==> src/rtl/page_xlate.sv <==
module page_xlate #(
  parameter int VAW = 28,
  parameter int PAW = 26,
  parameter int OFFW = 13
) (
  input  logic           clk,
  input  logic           rst_n,
  input  logic [PAW-1:0] pt_base,
  input  logic           req_valid,
  output logic           req_ready,
  input  logic [VAW-1:0] req_va,
  input  logic           req_write,
  input  logic [1:0]     req_priv,
  output logic           done,
  output logic [1:0]     fault_code,
  output logic [PAW-1:0] pa,
  output logic           mem_req,
  input  logic           mem_ready,
  output logic           mem_we,
  output logic [PAW-1:0] mem_addr,
  output logic [31:0]    mem_wdata,
  input  logic           mem_rvalid,
  input  logic [31:0]    mem_rdata
);
  localparam int VPNW = VAW - OFFW;
  localparam int PFNW = PAW - OFFW;

  typedef enum logic [2:0] {S_IDLE, S_RDREQ, S_RDWAIT, S_WRREQ, S_WRWAIT, S_RESP} state_t;
  state_t state;

  logic [VAW-1:0] va_q;
  logic           wr_q;
  logic [1:0]     priv_q;
  logic [31:0]    pte_q;
  logic [1:0]     code_q;

  logic [1:0] rlim, wlim;
  logic       valid_bit, allowed;
  assign valid_bit = mem_rdata[31];
  assign wlim      = mem_rdata[29:28];
  assign rlim      = mem_rdata[27:26];
  assign allowed   = wr_q ? (priv_q <= wlim) : (priv_q <= rlim || priv_q <= wlim);

  assign req_ready  = state == S_IDLE;
  assign done       = state == S_RESP;
  assign fault_code = code_q;
  assign pa         = {pte_q[PFNW-1:0], va_q[OFFW-1:0]};
  assign mem_req    = state == S_RDREQ || state == S_WRREQ;
  assign mem_we     = state == S_WRREQ;
  assign mem_addr   = pt_base + PAW'({va_q[VAW-1:OFFW], 2'b00});
  assign mem_wdata  = pte_q | 32'h4000_0000;

  always_ff @(posedge clk) begin
    if (!rst_n) begin
      state  <= S_IDLE;
      va_q   <= '0;
      wr_q   <= 1'b0;
      priv_q <= '0;
      pte_q  <= '0;
      code_q <= '0;
    end else begin
      case (state)
        S_IDLE: if (req_valid) begin
          va_q   <= req_va;
          wr_q   <= req_write;
          priv_q <= req_priv;
          state  <= S_RDREQ;
        end
        S_RDREQ: if (mem_ready) state <= S_RDWAIT;
        S_RDWAIT: if (mem_rvalid) begin
          pte_q <= mem_rdata;
          if (!valid_bit) begin
            code_q <= 2'b01;
            state  <= S_RESP;
          end else if (!allowed) begin
            code_q <= 2'b10;
            state  <= S_RESP;
          end else begin
            code_q <= 2'b00;
            state  <= mem_rdata[30] ? S_RESP : S_WRREQ;
          end
        end
        S_WRREQ: if (mem_ready) state <= S_WRWAIT;
        S_WRWAIT: if (mem_rvalid) state <= S_RESP;
        default: state <= S_IDLE;
      endcase
    end
  end
endmodule

==> config.mk <==
export PLATFORM = sky130hd
export DESIGN_NAME = page_xlate
export DESIGN_NICKNAME = d
export VERILOG_FILES = /design/src/rtl/page_xlate.sv
export SDC_FILE = /design/constraint.sdc
export NUM_CORES = 1
export LEC_CHECK = 0
export BUFFER_PORTS_ARGS = -buffer_cell sky130_fd_sc_hd__clkbuf_2
export CAP_MARGIN = 20
export CORE_ASPECT_RATIO = 1.75
export CORE_MARGIN = 2
export CORE_UTILIZATION = 43
export CTS_BUF_LIST = sky130_fd_sc_hd__clkbuf_4
export CTS_CLUSTER_SIZE = 10
export DETAILED_ROUTE_END_ITERATION = 6
export PLACE_DENSITY_LB_ADDON = 0.15
export SYNTH_ARGS = -nofsm -noshare
export SYNTH_HDL_FRONTEND = slang
export SYNTH_SLANG_ARGS = --single-unit
export TNS_END_PERCENT = 20
==> constraint.sdc <==
create_clock -name clk -period 2.06 [get_ports clk]
set_input_delay 0 -clock clk [delete_from_list [all_inputs] [get_ports clk]]
set_output_delay 0 -clock clk [all_outputs]
set_load 0.03 [all_outputs]
==> run metrics <==
share of cells above drive strength 1=between 30% and 40%; Initial DRC Count=~80; initial antenna violation count=0; Die H=around 130 um; r2r setup slk=310 ps; TritonCTS Buffers=9; Pre-antenna DRT Iters=4; Final ANT Viol Nets=0; Pwr Density=between 500 and 600 nW/um2; sequential cell area=1340 um2; Worst Hold Class=input port to output port; CP Class=register to output port; critical path fanouts, max=4; Post-Syn Instances=459; clk sinks=67; critical path endpoint category=output port; first-pass GRT wire length=between 15000 and 20000 um; Overall Power=around 3.2 mW; YS warnings=0; final wirelength=between 10000 and 15000 um; Static Leak=2.60 nW; I/O Pins=about 180; largest family of logic cells by synthesized area=compound AO/OA/AOI/OAI gates; max incr delay on CP=about 360 ps; Tcrit/Tclk final=135%; Fill cells=between 600 and 700; Routed WL per cell=~12 um; Core Region=8310 um2; port bufs=around 180; pins over their slew limit=0; Post-Synthesis Net Count=roughly 570; Adder-Cell Fraction of Synth Area=under 10%; pre-CTS setup slack=-327 ps; worst skew pair latency=400 ps; MaxCap Viol Count=0; nets@finish=between 800 and 900; Area Overhead vs Synth=53.3%; Seq/Total Area, Yosys=36.6%; Avg Cell Area, Syn=7.99 um2; Critical Path Start Type=register; Yosys cell types=43; Rows=44; area of the multi-input gates=roughly 2100 um2; finished layout cell area=between 5000 and 6000 um2; HPWL after DPL=between 7000 and 8000 um; simple-gate portion of the synthesized area=a little under a fifth; Max Fclk=~360 MHz; critical path cell sequence=ha_4 > fa_2 > a211oi_4 > nor2_2 > o31a_1 > o221a_4 > o2111ai_4 > xnor2_4 > buf_8; root buffer cell=clkbuf_4; gpl congestion=~0.90; Clock Path Buffers=2; vias per inst=between 4 and 5; minimum clock period=about 2800 ps; DRC viols=0; GRT Util Overall=22.3%; Fin Setup TNS=-7610 ps; Synth Area in XOR/XNOR=approximately 5.3%; cell area after synthesis=3670 um2; grt ovf=0; RSZ-0062 raised after global routing=yes; Die Area=9310 um2; CP max-delay cell=fa_2; Synth Area in Compound Gates=~23%; vias in the first global route=~4000; CTS tree=yes; clk_skew=between 10 and 15 ps; failing checks=setup timing; post-synthesis mux area share=0%; Peak VDD IR=~0.00046 V; die width=73.8 um; area post-placement=approximately 4700 um2; Clock Pin Slew Worst Setup and Hold Paths=110 ps; Crit path arrival time=around 2800 ps; Initial Util=44.1%; final core utilization=approximately two thirds; diodes inserted=0; DR vias=just under 4000; FF+latch count, synth=67; pin count of the biggest net entering global routing=46; setup ws final=-723 ps; CP required=roughly 2100 ps; Hold Fails Final Rpt=0; status=finished, violations left; H-Tree Level Count=3; Setup violations, final=18
[critical path, delay by kind of cell, from the launching register on]
kind,cells,cell delay [ps]
compound gates,4,1150
xor+xnor,1,150
fa+ha+maj,2,520
buf+inv,1,140
flops,1,350
simple gates,1,80
[metrics by stage]
step | hold slack, ps | instances
after CTS | 0.205 | 809
after floorplan | 83.0 | 459
after global placement | 0.205 | 728
after detailed placement | 0.205 | 728
final | 0.0652 | 810
after global routing | 0.178 | 810
[final timing paths]
path | start | end | cells past startpoint
setup / recovery | va_q[13] | mem_addr[22] | 9
hold / removal | pt_base[0] | mem_addr[0] | 0
setup reg to reg | priv_q[1] | state[1] | 8
hold reg to reg | pte_q[27] | pte_q[27] | 2
[what timing repair did]
item | CTS | global route
setup buffers | 1 | 1
resized for setup | 45 | 12
pin swaps | 8 | 3
endpoints found under the hold margin | 67 | 0
cloned | 0 | 0
endpoints found under the setup margin | 20 | 20
hold buffers | 64 | 0
[registers in the layout (all words and copies together), names as in the netlist]
| signal | flops |
|---|---|
| pte_q | 31 |
| fault_code | 2 |
| state | 3 |
| wr_q | 1 |
| va_q | 28 |
| priv_q | 2 |
[per-layer routing]
metal | up-vias | part of all wire [%] | GRT usage (%)
met3 | 27 | 5.3 | 4.64
met5 | - | 0 | 0
met1 | 1741 | 37 | 22.3
li1 | 1967 | - | -
met2 | 145 | 55 | 41.6
met4 | 0 | 3.2 | 10.8
[logic make-up after synthesis]
logic type,count (synthesis)
AOI/OAI and AO/OA,117
xor gates and xnor gates,22
adders and majority gates,20
buffers and inverters,62
DFF,67
other,1
and+or+nand+nor,170
[layout by cell type (no fill, tap or decap), types with 5 or more instances in the layout]
cell type	instances
nor2_1	9
dfxtp_1	66
buf_4	36
clkbuf_4	16
a21oi_1	13
inv_1	11
xor2_1	5
a21boi_1	11
nand2_1	134
nand3_1	8
xnor2_1	12
clkbuf_2	158
a21boi_0	54
dlygate4sd3_1	64
o21ai_0	8
ha_1	18
[final cells by class]
cell class / instances / share of cell area, %
clock inverter: 7 / 0.623
timing repair buffer: 271 / 32.8
multi-input combinational: 330 / 38.2
clock buffer: 9 / 1.20
sequential: 67 / 23.9
inverter: 11 / 0.735
tap: 115 / 2.56
[synth_stat cells, drive strengths merged]
cell type  number  area share [%]
or3             1            0.17
xor2            6             1.4
buf            29             5.9
a22oi           1            0.20
o221a           1            0.55
or2             1            0.17
o31a            1            0.24
and4            1            0.24
and3            2            0.34
inv            11             1.1
o21ai          13             1.8
nor2           11             1.1
nor2b           3            0.51
nand3           8             1.1
nor3            4            0.68
a221oi          1            0.24
dfxtp          67              37
a31oi           3            0.51
o21bai          1            0.20
nand2         134              14
o21a            3            0.61
conb            1            0.10
o211ai          3            0.75
clkbuf         22             2.3
xnor2          16             3.8
a21o            1            0.20
fa              1            0.55
nor3b           1            0.20
a211oi          2            0.55
a21boi         65              13
ha             19             6.5
nand3b          1            0.20
and2            3            0.51
o2111ai         2            0.65
a21oi          17             2.4
o22ai           3            0.51
[power by group]
group / leakage [nW] / switching [mW] / internal [mW] / total, mW
Sequential: 0.546 / 0.0457 / 1.36 / 1.40
Combinational: 2.00 / 0.625 / 0.500 / 1.12
Clock: 0.0603 / 0.442 / 0.231 / 0.674
(Power assumes the default switching activity.)
